--- src/rtl/acc_pkg.sv ---
package acc_pkg;

  // Low three bits of an arithmetic/logic opcode select the function; bit 3 selects the immediate operand.
  localparam logic [2:0] FN_ADD = 3'd1;
  localparam logic [2:0] FN_SUB = 3'd2;
  localparam logic [2:0] FN_AND = 3'd3;
  localparam logic [2:0] FN_OR  = 3'd4;
  localparam logic [2:0] FN_XOR = 3'd5;
  localparam logic [2:0] FN_CMP = 3'd6;

  typedef enum logic [4:0] {
    OP_NOP   = 5'd0,
    OP_ADD   = 5'd1,
    OP_SUB   = 5'd2,
    OP_AND   = 5'd3,
    OP_OR    = 5'd4,
    OP_XOR   = 5'd5,
    OP_CMP   = 5'd6,
    OP_ADDI  = 5'd9,
    OP_SUBI  = 5'd10,
    OP_ANDI  = 5'd11,
    OP_ORI   = 5'd12,
    OP_XORI  = 5'd13,
    OP_CMPI  = 5'd14,
    OP_INC   = 5'd16,
    OP_DEC   = 5'd17,
    OP_MOVI  = 5'd18,
    OP_ROTL  = 5'd19,
    OP_ROTR  = 5'd20,
    OP_PINC  = 5'd24,
    OP_PDEC  = 5'd25,
    OP_PLOAD = 5'd26,
    OP_PADD  = 5'd27,
    OP_SWAP  = 5'd28
  } op_e;

  localparam logic [2:0] SEL_B = 3'd0;
  localparam logic [2:0] SEL_C = 3'd1;
  localparam logic [2:0] SEL_D = 3'd2;
  localparam logic [2:0] SEL_E = 3'd3;
  localparam logic [2:0] SEL_H = 3'd4;
  localparam logic [2:0] SEL_L = 3'd5;
  localparam logic [2:0] SEL_M = 3'd6;
  localparam logic [2:0] SEL_A = 3'd7;

  localparam logic [1:0] PR_BC = 2'd0;
  localparam logic [1:0] PR_DE = 2'd1;
  localparam logic [1:0] PR_HL = 2'd2;
  localparam logic [1:0] PR_SP = 2'd3;

  localparam int FLAG_C = 0;
  localparam int FLAG_Z = 1;
  localparam int FLAG_S = 2;

endpackage

--- src/rtl/acc_alu8.sv ---
module acc_alu8
  import acc_pkg::*;
#(
  parameter int DW = 8
) (
  input  logic [DW-1:0] a,
  input  logic [DW-1:0] b,
  input  logic [2:0]    fn,
  output logic [DW-1:0] res,
  output logic          cy
);

  logic [DW:0] wide;

  always_comb begin
    wide = '0;
    res  = '0;
    cy   = 1'b0;
    case (fn)
      FN_ADD: begin
        wide = {1'b0, a} + {1'b0, b};
        res  = wide[DW-1:0];
        cy   = wide[DW];
      end
      FN_SUB, FN_CMP: begin
        // bit DW of the extended difference is the borrow
        wide = {1'b0, a} - {1'b0, b};
        res  = wide[DW-1:0];
        cy   = wide[DW];
      end
      FN_AND: res = a & b;
      FN_OR:  res = a | b;
      FN_XOR: res = a ^ b;
      default: res = a;
    endcase
  end

endmodule

--- src/rtl/acc_pair16.sv ---
module acc_pair16 #(
  parameter int AW = 16
) (
  input  logic [AW-1:0] a,
  input  logic [AW-1:0] b,
  input  logic          sub,
  output logic [AW-1:0] res,
  output logic          cy
);

  logic [AW:0] wide;

  always_comb begin
    if (sub) wide = {1'b0, a} - {1'b0, b};
    else     wide = {1'b0, a} + {1'b0, b};
    res = wide[AW-1:0];
    cy  = wide[AW];
  end

endmodule

--- src/rtl/acc_regfile.sv ---
module acc_regfile #(
  parameter int DW   = 8,
  parameter int NREG = 6
) (
  input  logic                      clk,
  input  logic                      rst,
  input  logic                      byte_we,
  input  logic [2:0]                byte_idx,
  input  logic [DW-1:0]             byte_d,
  input  logic                      pair_we,
  input  logic [1:0]                pair_idx,
  input  logic [2*DW-1:0]           pair_d,
  input  logic                      swap,
  output logic [NREG-1:0][DW-1:0]   regs_q,
  output logic [2*DW-1:0]           sp_q
);

  localparam int NPAIR = NREG / 2;

  generate
    for (genvar i = 0; i < NREG; i++) begin : g_reg
      // D<->H and E<->L trade places on a swap
      localparam int  PARTNER = (i == 2) ? 4 : (i == 3) ? 5 : (i == 4) ? 2 : (i == 5) ? 3 : i;
      localparam int  HALF    = i / 2;
      localparam bit  IS_HI   = (i % 2) == 0;
      logic [DW-1:0] r_q;

      always_ff @(posedge clk) begin
        if (rst) begin
          r_q <= '0;
        end else if (swap && (PARTNER != i)) begin
          r_q <= regs_q[PARTNER];
        end else if (byte_we && (byte_idx == 3'(i))) begin
          r_q <= byte_d;
        end else if (pair_we && (pair_idx == 2'(HALF))) begin
          r_q <= IS_HI ? pair_d[2*DW-1:DW] : pair_d[DW-1:0];
        end
      end

      assign regs_q[i] = r_q;
    end
  endgenerate

  always_ff @(posedge clk) begin
    if (rst)                                    sp_q <= '0;
    else if (pair_we && (pair_idx == 2'(NPAIR))) sp_q <= pair_d;
  end

  AST_ONE_WRITE_PORT: assert property (@(posedge clk) disable iff (rst)
    $countones({byte_we, pair_we, swap}) <= 1);

  AST_SWAP_EXCHANGES: assert property (@(posedge clk) disable iff (rst)
    swap |=> (regs_q[4] == $past(regs_q[2])) && (regs_q[2] == $past(regs_q[4])));

endmodule

--- src/rtl/acc_datapath.sv ---
module acc_datapath
  import acc_pkg::*;
#(
  parameter int DW = 8
) (
  input  logic              clk,
  input  logic              rst,
  input  logic              op_valid,
  input  logic [4:0]        op_code,
  input  logic [2:0]        op_sel,
  input  logic [1:0]        op_pair,
  input  logic [DW-1:0]     imm8,
  input  logic [2*DW-1:0]   imm16,
  input  logic [DW-1:0]     mem_rdata,
  output logic [DW-1:0]     acc_out,
  output logic [2:0]        flags_out,
  output logic [2*DW-1:0]   mem_addr,
  output logic              mem_we,
  output logic [DW-1:0]     mem_wdata
);

  localparam int AW   = 2 * DW;
  localparam int NREG = 6;

  op_e op;
  assign op = op_e'(op_code);

  logic [DW-1:0]            acc_q;
  logic [2:0]               flags_q;
  logic [NREG-1:0][DW-1:0]  regs_q;
  logic [AW-1:0]            sp_q;
  logic [AW-1:0]            hl;
  logic                     mem_we_q;
  logic [DW-1:0]            mem_wd_q;

  assign hl = {regs_q[4], regs_q[5]};

  // selected byte operand
  logic [DW-1:0] src_byte;
  always_comb begin
    case (op_sel)
      SEL_B:   src_byte = regs_q[0];
      SEL_C:   src_byte = regs_q[1];
      SEL_D:   src_byte = regs_q[2];
      SEL_E:   src_byte = regs_q[3];
      SEL_H:   src_byte = regs_q[4];
      SEL_L:   src_byte = regs_q[5];
      SEL_M:   src_byte = mem_rdata;
      default: src_byte = acc_q;
    endcase
  end

  // selected pair operand
  logic [AW-1:0] pair_val;
  always_comb begin
    case (op_pair)
      PR_BC:   pair_val = {regs_q[0], regs_q[1]};
      PR_DE:   pair_val = {regs_q[2], regs_q[3]};
      PR_HL:   pair_val = hl;
      default: pair_val = sp_q;
    endcase
  end

  // byte ALU
  logic [DW-1:0] alu_b, alu_res;
  logic          alu_cy;
  assign alu_b = op_code[3] ? imm8 : src_byte;

  acc_alu8 #(.DW(DW)) u_alu (
    .a   (acc_q),
    .b   (alu_b),
    .fn  (op_code[2:0]),
    .res (alu_res),
    .cy  (alu_cy)
  );

  // in-place step
  logic [DW-1:0] step_res;
  assign step_res = (op == OP_DEC) ? (src_byte - DW'(1)) : (src_byte + DW'(1));

  // pair arithmetic
  logic [AW-1:0] pu_a, pu_b, pu_res;
  logic          pu_sub, pu_cy;
  assign pu_a   = (op == OP_PADD) ? hl : pair_val;
  assign pu_b   = (op == OP_PADD) ? pair_val : AW'(1);
  assign pu_sub = (op == OP_PDEC);

  acc_pair16 #(.AW(AW)) u_pair (
    .a   (pu_a),
    .b   (pu_b),
    .sub (pu_sub),
    .res (pu_res),
    .cy  (pu_cy)
  );

  // control and next-state selection
  logic           acc_en, flags_en, dest_wr;
  logic [DW-1:0]  acc_d, dest_val;
  logic [2:0]     flags_d;
  logic           rb_we, rp_we, do_swap, mw_en;
  logic [1:0]     rp_idx;
  logic [AW-1:0]  rp_d;

  assign dest_val = (op == OP_MOVI) ? imm8 : step_res;

  always_comb begin
    acc_en   = 1'b0;
    acc_d    = acc_q;
    flags_en = 1'b0;
    flags_d  = flags_q;
    dest_wr  = 1'b0;
    rp_we    = 1'b0;
    rp_idx   = op_pair;
    rp_d     = pu_res;
    do_swap  = 1'b0;
    if (op_valid) begin
      case (op)
        OP_ADD, OP_SUB, OP_AND, OP_OR, OP_XOR, OP_CMP,
        OP_ADDI, OP_SUBI, OP_ANDI, OP_ORI, OP_XORI, OP_CMPI: begin
          flags_en = 1'b1;
          flags_d  = {alu_res[DW-1], (alu_res == '0), alu_cy};
          if (op_code[2:0] != FN_CMP) begin
            acc_en = 1'b1;
            acc_d  = alu_res;
          end
        end
        OP_INC, OP_DEC: begin
          dest_wr  = 1'b1;
          flags_en = 1'b1;
          flags_d  = {step_res[DW-1], (step_res == '0), flags_q[FLAG_C]};
        end
        OP_MOVI: dest_wr = 1'b1;
        OP_ROTL: begin
          acc_en   = 1'b1;
          acc_d    = {acc_q[DW-2:0], acc_q[DW-1]};
          flags_en = 1'b1;
          flags_d  = {flags_q[FLAG_S], flags_q[FLAG_Z], acc_q[DW-1]};
        end
        OP_ROTR: begin
          acc_en   = 1'b1;
          acc_d    = {acc_q[0], acc_q[DW-1:1]};
          flags_en = 1'b1;
          flags_d  = {flags_q[FLAG_S], flags_q[FLAG_Z], acc_q[0]};
        end
        OP_PINC, OP_PDEC: rp_we = 1'b1;
        OP_PLOAD: begin
          rp_we = 1'b1;
          rp_d  = imm16;
        end
        OP_PADD: begin
          rp_we    = 1'b1;
          rp_idx   = PR_HL;
          flags_en = 1'b1;
          flags_d  = {flags_q[FLAG_S], flags_q[FLAG_Z], pu_cy};
        end
        OP_SWAP: do_swap = 1'b1;
        default: ;
      endcase
      if (dest_wr && (op_sel == SEL_A)) begin
        acc_en = 1'b1;
        acc_d  = dest_val;
      end
    end
  end

  assign rb_we = dest_wr && (op_sel != SEL_A) && (op_sel != SEL_M);
  assign mw_en = dest_wr && (op_sel == SEL_M);

  acc_regfile #(.DW(DW), .NREG(NREG)) u_regs (
    .clk      (clk),
    .rst      (rst),
    .byte_we  (rb_we),
    .byte_idx (op_sel),
    .byte_d   (dest_val),
    .pair_we  (rp_we),
    .pair_idx (rp_idx),
    .pair_d   (rp_d),
    .swap     (do_swap),
    .regs_q   (regs_q),
    .sp_q     (sp_q)
  );

  always_ff @(posedge clk) begin
    if (rst) begin
      acc_q    <= '0;
      flags_q  <= '0;
      mem_we_q <= 1'b0;
      mem_wd_q <= '0;
    end else begin
      if (acc_en)   acc_q   <= acc_d;
      if (flags_en) flags_q <= flags_d;
      mem_we_q <= mw_en;
      if (mw_en) mem_wd_q <= dest_val;
    end
  end

  assign acc_out   = acc_q;
  assign flags_out = flags_q;
  assign mem_addr  = hl;
  assign mem_we    = mem_we_q;
  assign mem_wdata = mem_wd_q;

  AST_CMP_HOLDS_ACC: assert property (@(posedge clk) disable iff (rst)
    (op_valid && ((op == OP_CMP) || (op == OP_CMPI))) |=> $stable(acc_out));

  AST_LOGIC_CLEARS_CARRY: assert property (@(posedge clk) disable iff (rst)
    (op_valid && ((op == OP_AND) || (op == OP_OR) || (op == OP_XOR) ||
                  (op == OP_ANDI) || (op == OP_ORI) || (op == OP_XORI)))
    |=> !flags_out[FLAG_C]);

  AST_STEP_KEEPS_CARRY: assert property (@(posedge clk) disable iff (rst)
    (op_valid && ((op == OP_INC) || (op == OP_DEC))) |=> $stable(flags_out[FLAG_C]));

  AST_PAIR_KEEPS_FLAGS: assert property (@(posedge clk) disable iff (rst)
    (op_valid && ((op == OP_PINC) || (op == OP_PDEC) || (op == OP_PLOAD) || (op == OP_SWAP)))
    |=> $stable(flags_out));

  AST_WE_HAS_CAUSE: assert property (@(posedge clk) disable iff (rst)
    mem_we |-> $past(op_valid && (op_sel == SEL_M) &&
                     ((op == OP_INC) || (op == OP_DEC) || (op == OP_MOVI))));

  AST_WE_ADDR_HELD: assert property (@(posedge clk) disable iff (rst)
    mem_we |-> $stable(mem_addr));

  AST_IDLE_FROZEN: assert property (@(posedge clk) disable iff (rst)
    !op_valid |=> ($stable(acc_out) && $stable(flags_out) && $stable(mem_addr) && !mem_we));

endmodule

--- config.mk ---
export PLATFORM = sky130hd
export DESIGN_NAME = acc_datapath
export DESIGN_NICKNAME = d
export VERILOG_FILES = /design/src/rtl/acc_pkg.sv /design/src/rtl/acc_alu8.sv /design/src/rtl/acc_pair16.sv /design/src/rtl/acc_regfile.sv /design/src/rtl/acc_datapath.sv
export SDC_FILE = /design/constraint.sdc
export NUM_CORES = 1
export LEC_CHECK = 0
export ABC_CLOCK_PERIOD_IN_PS = 15400
export BUFFER_PORTS_ARGS = -buffer_cell sky130_fd_sc_hd__buf_2
export CAP_MARGIN = 20
export CORE_MARGIN = 2
export CORE_UTILIZATION = 40
export DETAILED_ROUTE_END_ITERATION = 7
export PLACE_DENSITY = 0.61
export SYNTH_ARGS = -nofsm -noshare
export SYNTH_HDL_FRONTEND = slang
export SYNTH_SLANG_ARGS = --single-unit
--- constraint.sdc ---
create_clock -name clk -period 15.4 [get_ports clk]
set_input_delay 1.54 -clock clk [delete_from_list [all_inputs] [get_ports clk]]
set_output_delay 1.54 -clock clk [all_outputs]
set_load 0.01 [all_outputs]
==> flow_summary_export.csv, run 1 <==
group,metric,value,unit
status,run_status,"completed",
setup_path,critPathBufInv,1,
synthesis,synth_nets,1258,
clock_tree,clk_pin_slew,70,ps
synthesis,synth_top_family_by_area,"compound AO/OA/AOI/OAI gates",
timing,fin_crit,6426,ps
timing,finClkSkew,10.11,ps
synthesis,yosysSeqAreaShare,0.1982,
setup_path,critPathArrivalTime,6680,ps
synthesis,netlist_area,8484,sq um
power_and_ir_drop,power_frac_clock,0.382,
clock_tree,insertion_delay,350,ps
power_and_ir_drop,seq_power_share,0.361,
floorplan,coreArea,20890,sq um
setup_path,critical_path_depth,14,
routing,vias,9198,
timing,finalSetupViolCount,0,
clock_tree,cts-root-buf,"clkbuf_16",
grt,grt_pass1_vias,8150,
timing,fin_setup_tns,0,ps
layout,diodes,0,
grt,grt_antenna_before_repair,0,
synthesis,ys.flop_type,"dfxtp_1",
place,hpwl,24180,um
clock_tree,clockBufferDepth,2,
clock_tree,cts_hold_buffers,0,
synthesis,synth_compound_area_frac,0.2983,
clock_tree,htree_levels,3,
timing,worst_pin_slew,1116,ps
power_and_ir_drop,sw_frac_of_total,0.3387,
min_path,hold_class,"flop to flop",
power_and_ir_drop,switchingPower,217.4,uW
synthesis,synthArstFlopShare,0,
power_and_ir_drop,p_leak,0.003820,uW
clock_tree,cts_buffers,9,
layout,drive_above_1_share,0.1281,
setup_path,crit_family,"simple AND/OR/NAND/NOR gates",
grt,grt_pass1_wl,48910,um
synthesis,yosys_warnings,0,
synthesis,synth_simple_gate_area_share,0.2444,
routing,totalWireLength,32420,um
setup_path,critical_path.max_stage_delay,820,ps
grt,grt_max_degree,77,
layout,area_growth,9.143,%
setup_path,critPathKind,"input pin to flop",
place,port_buffers,80,
setup_path,r2r_cells,16,
synthesis,synth_edf_count,0,
floorplan,rows,53,
synthesis,ys_types,82,
timing,fin_crit_sh,0.4173,
power_and_ir_drop,ir_drop,0.06859,mV
synthesis,synth_adder_area_share,0.08022,
synthesis,synth_area_per_cell,7.308,sq um
place,gp_congestion,0.9665,
setup_path,start_kind,"input pin",
synthesis,synth_xor_xnor_area_share,0.02271,
setup_path,crit_path_cell_trace,"buf_2, nand2_1, or3_1, a32o_1, or2_2, xnor2_1, ha_1, a21o_1, nor3_1, a211oi_1, or2_2, o31ai_1, o21ai_0, a211oi_1",
routing,first_pass_iters,6,
timing,fin_hold_ws,457.9,ps
floorplan,io_pins,81,
routing,drc,0,
setup_path,end_kind,"flop",
power_and_ir_drop,power.internal,424.4,uW
clock_tree,postCtsSetupRepairBufs,0,
setup_path,cp.required,15660,ps
run,cap_violations,0,
grt,grt-ovfl-total,0,
timing,fmax,155.6,MHz
timing,finalHoldViolCount,0,
power_and_ir_drop,power.density,69.30,nW/um^2
timing,rsz0062_at_grt,"no",
clock_tree,cts_tree,"built",
clock_tree,cts_sinks,84,
min_path,whs_path_depth,2,
timing,maxSlewViolCount,0,
power_and_ir_drop,p_comb_frac,0.258,
layout,num-nets-final,1279,
routing,drtIter0Drc,1023,
setup_path,worst_path_max_delay_cell,"or3_1",
routing,wl_per_cell,22.17,um
grt,grt_use_total,0.2844,
synthesis,synthMuxAreaShare,0.08966,
timing,slew_headroom,0.2479,
clock_tree,cts_resized,0,
floorplan,die_w,149.6,um
routing,vias_per_cell,6.291,
routing,ant_nets,0,
synthesis,synthCells,1161,
floorplan,start_util,0.4062,
synthesis,synth_seq_cells,84,
setup_path,critPathMaxFanout,31,
floorplan,dieArea,22390,sq um
floorplan,dieHeight,149.6,um
synth_stat cells, types with 10 or more instances:
cell type	n	area, sq um
a211oi_1	36	270.3
a21o_1	17	127.6
a21oi_1	84	420.4
a221oi_1	22	192.7
a22oi_1	18	135.1
and3_1	10	62.56
buf_2	13	65.06
buf_4	17	127.6
clkbuf_1	45	168.9
dfxtp_1	84	1682
ha_1	48	600.6
inv_1	40	150.1
mux2_2	10	112.6
mux2i_1	22	220.2
mux4_2	12	270.3
nand2_1	156	585.6
nand2b_1	17	106.4
nand3_1	16	80.08
nor2_1	152	570.6
nor2b_1	20	125.1
nor3_1	35	175.2
o211ai_1	10	75.07
o21a_1	10	75.07
o21ai_0	67	335.3
o221ai_1	11	96.34
o22ai_1	13	81.33
xnor2_1	12	105.1
xor2_1	10	87.58
placed cells by master, fill, tap and decap left out, drive strengths merged, types with 22 or more instances in the layout:
master / count
nand2: 156
dfxtp: 84
nor2: 153
o21ai: 71
inv: 43
mux2i: 22
a221oi: 22
ha: 48
a211oi: 36
nor3: 35
a21oi: 85
buf: 94
sequential cells by signal, indices dropped and copies added, names as in the netlist:
| signal | count |
|---|---|
| u_regs.sp_q | 16 |
| flags_out | 3 |
| acc_out | 8 |
| mem_we | 1 |
| mem_wdata | 8 |
| u_regs.g.r_q | 48 |
through the flow:
stage / total power [uW] / cell area [sq um] / utilization / worst slack (ps) / cells
after floorplan: 342.7 / 8484 / - / 9169 / 1161
after detailed placement: 396.4 / 8929 / 0.4274 / 8741 / 1446
after CTS: 637.8 / 9260 / 0.4433 / 9076 / 1462
after global routing: 666.3 / 9260 / 0.4433 / 8630 / 1462
after global placement: 395.4 / 8929 / 0.4274 / 8881 / 1446
final: 641.8 / 9260 / 0.4433 / 8974 / 1462
worst paths after layout:
kind,endpoint,startpoint,slack [ps]
max,u_regs.g_reg[2].r_q[4],op_code[1],8970
min,u_regs.sp_q[11],u_regs.sp_q[11],460
max reg2reg,u_regs.g_reg[2].r_q[4],u_regs.g_reg[5].r_q[0],10400
min reg2reg,u_regs.sp_q[11],u_regs.sp_q[11],460
layout make-up:
| class | instances | area, sq um |
|---|---|---|
| Sequential cell | 84 | 1682 |
| Clock buffer | 9 | 225.2 |
| Inverter | 41 | 153.9 |
| Tap cell | 275 | 344.1 |
| Timing Repair Buffer | 94 | 505.5 |
| Fill cell | 2134 | 11630 |
| Clock inverter | 7 | 106.4 |
| Multi-Input combinational cell | 952 | 6243 |
power groups by stage:
stage	logic, uW	clock network (uW)	registers (uW)
2_1_floorplan	110	0	233
3_3_place_gp	160	0	236
3_5_place_dp	161	0	236
4_1_cts	161	246	231
5_1_grt	179	256	232
6_report	165	245	231
worst reg2reg max path, stage by stage, from the launching register on:
cell and delay, ps:
dfxtp_1 400, mux4_2 510, or4_4 450, inv_1 80, ha_1 270, nor2b_1 170
a32o_1 260, or2_2 170, xnor2_1 130, ha_1 290, a21o_1 210, nor3_1 370
a211oi_1 190, or2_2 320, o31ai_1 680, o21ai_0 210, a211oi_1 220
layer usage:
metal  vias up  part of all wire  track usage
met5         -                 0            0
met1      4329              0.45       0.4188
met2       492              0.42       0.4174
li1       4330                 -            -
met4         0             0.023      0.07810
met3        47              0.10      0.05884
cell families (layout without fill, tap and decap cells):
family | after synthesis | in the layout
buffers and inverters | 125 | 151
AOI/OAI and AO/OA | 371 | 371
and+or+nand+nor | 457 | 457
DFF | 84 | 84
adders and majority gates | 52 | 52
xor gates and xnor gates | 22 | 22
muxes | 50 | 50
No activity file was read; power rests on OpenSTA's default activity.
==> run 2: changes to the inputs <==
--- a/config.mk
+++ b/config.mk
@@ -5,13 +5,13 @@
 export SDC_FILE = /design/constraint.sdc
 export NUM_CORES = 1
 export LEC_CHECK = 0
-export ABC_CLOCK_PERIOD_IN_PS = 15400
+export ABC_CLOCK_PERIOD_IN_PS = 5800
 export BUFFER_PORTS_ARGS = -buffer_cell sky130_fd_sc_hd__buf_2
 export CAP_MARGIN = 20
 export CORE_MARGIN = 2
 export CORE_UTILIZATION = 40
 export DETAILED_ROUTE_END_ITERATION = 7
-export PLACE_DENSITY = 0.61
+export PLACE_DENSITY = 0.63
 export SYNTH_ARGS = -nofsm -noshare
 export SYNTH_HDL_FRONTEND = slang
 export SYNTH_SLANG_ARGS = --single-unit
==> constraint.sdc (replaced) <==
create_clock -name clk -period 5.8 [get_ports clk]
set_input_delay 0.58 -clock clk [delete_from_list [all_inputs] [get_ports clk]]
set_output_delay 0.58 -clock clk [all_outputs]
set_load 0.01 [all_outputs]
==> run 2 against run 1 <==
Effect of this change: first-iteration DRC count increased by 24%; sequential cell count unchanged; routed wire length decreased by 0.35%; power increased to 2.6 times the previous value; largest cell class unchanged.
==> flow_summary_export.csv, run 2 (synthesis gave the netlist of run 1 again) <==
group,metric,value,unit
status,run_status,"completed",
layout,num-nets-final,1293,
setup_path,start_kind,"input pin",
place,dp_slack,535.5,ps
setup_path,ff2ff_setup_slack,980,ps
clock_tree,clockBufferDepth,2,
power_and_ir_drop,ir_drop,0.1581,mV
timing,finalHoldViolCount,0,
clock_tree,cts_hold_buffers,0,
min_path,hold_class,"flop to flop",
layout,final_cell_mix,"nand2_1, nor2_1, a21oi_1, dfxtp_1, buf_2",
clock_tree,insertion_delay,340,ps
clock_tree,postCtsSetupRepairBufs,0,
grt,grt_use_total,0.2837,
setup_path,critical_path_depth,16,
setup_path,cp.required,6030,ps
floorplan,die_w,149.6,um
grt,grt_pass1_wl,49180,um
routing,ant_nets,0,
routing,wl_per_cell,21.89,um
setup_path,worstReg2RegStart,"u_regs.g_reg[5].r_q[0]",
timing,fin_crit_sh,0.8654,
setup_path,crit_path_frequent_cell,"o21a_1",
timing,finalWorstSetupSlack,780.7,ps
timing,fin_setup_tns,0,ps
setup_path,crit_path_cell_trace,"buf_2, buf_4, mux4_1, or3_1, nor2_2, nor2_1, xor2_1, ha_1, and2_1, a221oi_1, a21boi_0, o21a_1, o21a_1, o31ai_1, o22ai_1, a2111oi_0",
floorplan,io_pins,81,
run,cap_violations,0,
setup_path,critPathArrivalTime,5250,ps
layout,final_common_cell,"nand2_1",
routing,vias_per_cell,6.333,
setup_path,critical_path.max_stage_delay,670,ps
layout,area_growth,10.44,%
setup_path,cp-endpoint,"u_regs.g_reg[4].r_q[0]",
timing,fin_crit,5019,ps
clock_tree,cts_resized,0,
timing,slew_headroom,0.2676,
layout,largest_reg_flops,48,
timing,maxSlewViolCount,0,
floorplan,start_util,0.4062,
timing,rsz0062_at_grt,"no",
layout,drive_above_1_share,0.1375,
routing,vias,9348,
grt,grt_max_degree,77,
setup_path,critPathMaxFanout,14,
grt,grt-ovfl-total,0,
floorplan,dieArea,22390,sq um
setup_path,critPathLaunch,"op_pair[0]",
floorplan,coreArea,20890,sq um
routing,totalWireLength,32310,um
routing,first_pass_iters,7,
layout,largest_register,"u_regs.g.r_q",
timing,finalSetupViolCount,0,
clock_tree,clk_pin_slew,70,ps
clock_tree,htree_levels,3,
setup_path,end_kind,"flop",
place,port_buffers,80,
floorplan,dieHeight,149.6,um
routing,drc,0,
power_and_ir_drop,p_leak,0.003886,uW
timing,fmax,199.2,MHz
place,gp_congestion,1.010,
setup_path,critPathKind,"input pin to flop",
setup_path,crit_family,"compound AO/OA/AOI/OAI gates",
power_and_ir_drop,power.density,180.9,nW/um^2
grt,grt_pass1_vias,8402,
setup_path,critPathBufInv,2,
timing,finClkSkew,9.834,ps
routing,drtIter0Drc,1268,
grt,grt_antenna_before_repair,1,
floorplan,rows,53,
clock_tree,cts_sinks,84,
clock_tree,cts_tree,"built",
layout,largestRegisters,"u_regs.g.r_q x48, u_regs.sp_q x16",
setup_path,worst_path_max_delay_cell,"mux4_1",
timing,worst_pin_slew,1098,ps
place,hpwl,24420,um
setup_path,r2r_cells,18,
setup_path,rr_endpoint,"u_regs.g_reg[4].r_q[0]",
clock_tree,cts-root-buf,"clkbuf_16",
clock_tree,cts_buffers,9,
[run 2: changes by cell type in the layout (fill, tap and decap cells not counted), sizes merged]
cell	previous run	this run
diode	0	1
clkinv	3	2
clkbuf	9	10
clkinvlp	0	1
inv	43	41
buf	94	108
[run 2: stage by stage]
stage | utilization | hold WS [ps] | total power (uW) | instances | instance area (sq um)
after CTS | 0.4482 | 459.9 | 1687 | 1474 | 9363
final | 0.4486 | 479.6 | 1695 | 1476 | 9370
after global routing | 0.4485 | 489.6 | 1758 | 1475 | 9368
after detailed placement | 0.4327 | 449.2 | 1055 | 1459 | 9039
after floorplan | - | 431.8 | 909.9 | 1161 | 8484
after global placement | 0.4327 | 440.7 | 1053 | 1459 | 9039
[run 2: cell type report]
| cell class | count | area (sq um) |
|---|---|---|
| Inverter | 41 | 153.9 |
| Timing Repair Buffer | 108 | 620.6 |
| Tap cell | 275 | 344.1 |
| Clock buffer | 10 | 239.0 |
| Clock inverter | 5 | 85.08 |
| Antenna cell | 1 | 2.502 |
| Fill cell | 2153 | 11520 |
| Sequential cell | 84 | 1682 |
| Multi-Input combinational cell | 952 | 6243 |
[run 2: power breakdown]
part | leakage, uW | internal [uW] | switching (uW)
sequential | 0.000679 | 589 | 25.9
combinational | 0.00305 | 159 | 283
clock | 0.000155 | 389 | 249
[run 2: worst min-delay path: stages, from the launching register on]
cell     delay [ps]
dfxtp_1         320
nand2_1          60
a21oi_1          60
[run 2: metal layers]
metal	track usage	up-vias	share of wire
met4	0.09429	0	0.029
met5	0	-	0
li1	-	4346	-
met1	0.4166	4380	0.44
met3	0.05549	63	0.12
met2	0.4124	559	0.42
[run 2: worst min path at each step]
stage / from / endpoint / depth (start not counted)
6_report: u_regs.sp_q[11] / u_regs.sp_q[11] / 2
3_3_place_gp: u_regs.sp_q[11] / u_regs.sp_q[11] / 2
4_1_cts: u_regs.sp_q[11] / u_regs.sp_q[11] / 2
5_1_grt: u_regs.sp_q[11] / u_regs.sp_q[11] / 2
2_1_floorplan: u_regs.sp_q[11] / u_regs.sp_q[11] / 2
3_5_place_dp: u_regs.sp_q[11] / u_regs.sp_q[11] / 2
==> run 3: changes to the inputs <==
--- a/config.mk
+++ b/config.mk
@@ -8,7 +8,6 @@
 export ABC_CLOCK_PERIOD_IN_PS = 5800
 export BUFFER_PORTS_ARGS = -buffer_cell sky130_fd_sc_hd__buf_2
 export CAP_MARGIN = 20
-export CORE_MARGIN = 2
 export CORE_UTILIZATION = 40
 export DETAILED_ROUTE_END_ITERATION = 7
 export PLACE_DENSITY = 0.63
==> run 3 against run 2 <==
Effect of this change: global-route usage grew 1.0 points; largest power group is now sequential cells; sequential power about the same; non-clock buffer count up 2; setup slack better by 57 ps; clock power is 6.4% lower.
==> flow_summary_export.csv, run 3 (synthesis gave the netlist of run 1 again) <==
group,metric,value,unit
grt,grt_max_degree,77,
timing,worst_pin_slew,1073,ps
setup_path,r2r_cells,17,
power_and_ir_drop,p_leak,0.003885,uW
routing,ant_nets,0,
clock_tree,cts_buffers,9,
grt,grt-ovfl-total,0,
place,dp_slack,572.3,ps
setup_path,worstReg2RegStart,"u_regs.g_reg[5].r_q[0]",
routing,vias_per_cell,6.335,
grt,grt_pass1_wl,49090,um
timing,fin_crit_sh,0.8556,
clock_tree,htree_levels,3,
routing,first_pass_iters,6,
clock_tree,cts_hold_buffers,0,
routing,wl_per_cell,22.13,um
clock_tree,clockBufferDepth,2,
floorplan,dieHeight,147.6,um
grt,grt_use_total,0.2940,
power_and_ir_drop,ir_drop,0.1325,mV
place,placed_area,9060,sq um
layout,largestRegisters,"u_regs.g.r_q x48, u_regs.sp_q x16",
min_path,whs_path_depth,2,
run,cap_violations,0,
floorplan,coreArea,20490,sq um
routing,drc,0,
setup_path,critPathLaunch,"op_pair[0]",
clock_tree,postCtsSetupRepairBufs,0,
grt,grt_pass1_vias,8408,
setup_path,start_kind,"input pin",
place,port_buffers,80,
place,hpwl,24560,um
layout,diodes,0,
power_and_ir_drop,p_total,1661,uW
routing,vias,9332,
layout,largest_register,"u_regs.g.r_q",
setup_path,critPathArrivalTime,5220,ps
setup_path,ff2ff_setup_slack,930,ps
routing,drtIter0Drc,1073,
timing,finalSetupViolCount,0,
timing,maxSlewViolCount,0,
clock_tree,cts_tree,"built",
timing,fin_crit,4962,ps
floorplan,start_util,0.4140,
clock_tree,insertion_delay,350,ps
timing,finalWorstSetupSlack,837.7,ps
floorplan,dieArea,21800,sq um
clock_tree,cts-root-buf,"clkbuf_16",
setup_path,rr_endpoint,"u_regs.g_reg[4].r_q[7]",
layout,drive_above_1_share,0.1397,
layout,largest_reg_flops,48,
layout,area_growth,10.34,%
timing,rsz0062_at_grt,"no",
layout,final_cell_mix,"nand2_1, nor2_1, a21oi_1, dfxtp_1, buf_2",
power_and_ir_drop,power.density,177.4,nW/um^2
setup_path,critPathKind,"input pin to flop",
layout,fin_area,9361,sq um
clock_tree,cts_resized,0,
layout,final_common_cell,"nand2_1",
layout,nFillCells,2081,
place,gp_congestion,0.9822,
floorplan,die_w,147.6,um
floorplan,io_pins,81,
floorplan,rows,52,
setup_path,cp.required,6060,ps
status,run_status,"completed",
setup_path,end_kind,"flop",
min_path,hold_class,"flop to flop",
routing,totalWireLength,32600,um
timing,fin_setup_tns,0,ps
setup_path,critPathMaxFanout,9,
timing,finClkSkew,11.38,ps
clock_tree,cts_sinks,84,
setup_path,cp-endpoint,"u_regs.g_reg[4].r_q[7]",
timing,fmax,201.5,MHz
timing,slew_headroom,0.2770,
timing,finalHoldViolCount,0,
grt,grt_antenna_before_repair,0,
layout,num-nets-final,1295,
clock_tree,clk_pin_slew,60,ps
[run 3: cell types whose count changed in the layout (fill, tap and decap cells not counted)]
cell and change:
buf_2 -1, buf_4 +3, bufinv_16 -1, clkbuf_1 +1
clkbuf_8 -1, clkinv_4 +2, diode_2 -1, nor3_1 -1
nor3_2 +1
[run 3: critical path, stage by stage]
cell	delay [ps]
buf_2	240
buf_4	240
mux4_1	660
or3_1	410
nor2_2	190
o21ai_1	130
o31a_1	250
o22a_1	180
ha_1	310
or2_2	320
a21oi_1	340
a211oi_1	110
a311o_1	350
nor3_1	550
nand3_1	140
a211oi_1	210
[run 3: worst min path at each step]
stage                               start         endpoint  slack, ps
after floorplan           u_regs.sp_q[11]  u_regs.sp_q[11]        430
after global placement    u_regs.sp_q[11]  u_regs.sp_q[11]        440
after detailed placement  u_regs.sp_q[15]  u_regs.sp_q[15]        450
after CTS                 u_regs.sp_q[15]  u_regs.sp_q[15]        460
after global routing       u_regs.sp_q[0]   u_regs.sp_q[0]        480
final                     u_regs.sp_q[15]  u_regs.sp_q[15]        460
[run 3: power by group]
group | internal (uW) | switching, uW
logic | 161 | 288
registers | 589 | 25.6
clock network | 338 | 259
total | 1090 | 572
[run 3: layer usage]
metal | part of all wire | GRT usage | routed length, um | up-vias
li1 | - | - | - | 4357
met1 | 0.43 | 0.4214 | 14160 | 4322
met2 | 0.42 | 0.4226 | 13610 | 581
met3 | 0.12 | 0.07160 | 3825 | 72
met4 | 0.031 | 0.1067 | 1003 | 0
met5 | 0 | 0 | 0 | -
[run 3: area by class of cell]
type | instances | area [sq um] | share of cell area
clock buffer | 10 | 229.0 | 0.02446
clock inverter | 6 | 72.57 | 0.007752
inverter | 41 | 153.9 | 0.01644
multi-input combinational | 952 | 6248 | 0.6675
sequential | 84 | 1682 | 0.1796
tap | 270 | 337.8 | 0.03609
timing repair buffer | 110 | 638.1 | 0.06816
[run 3: stage by stage]
stage / hold WS, ps / instances / util
global route: 476.1 / 1473 / 0.4568
floorplan: 431.8 / 1161 / -
global placement: 440.2 / 1457 / 0.4421
finish: 457.9 / 1473 / 0.4568
detailed placement: 450.0 / 1457 / 0.4421
CTS: 458.7 / 1473 / 0.4568
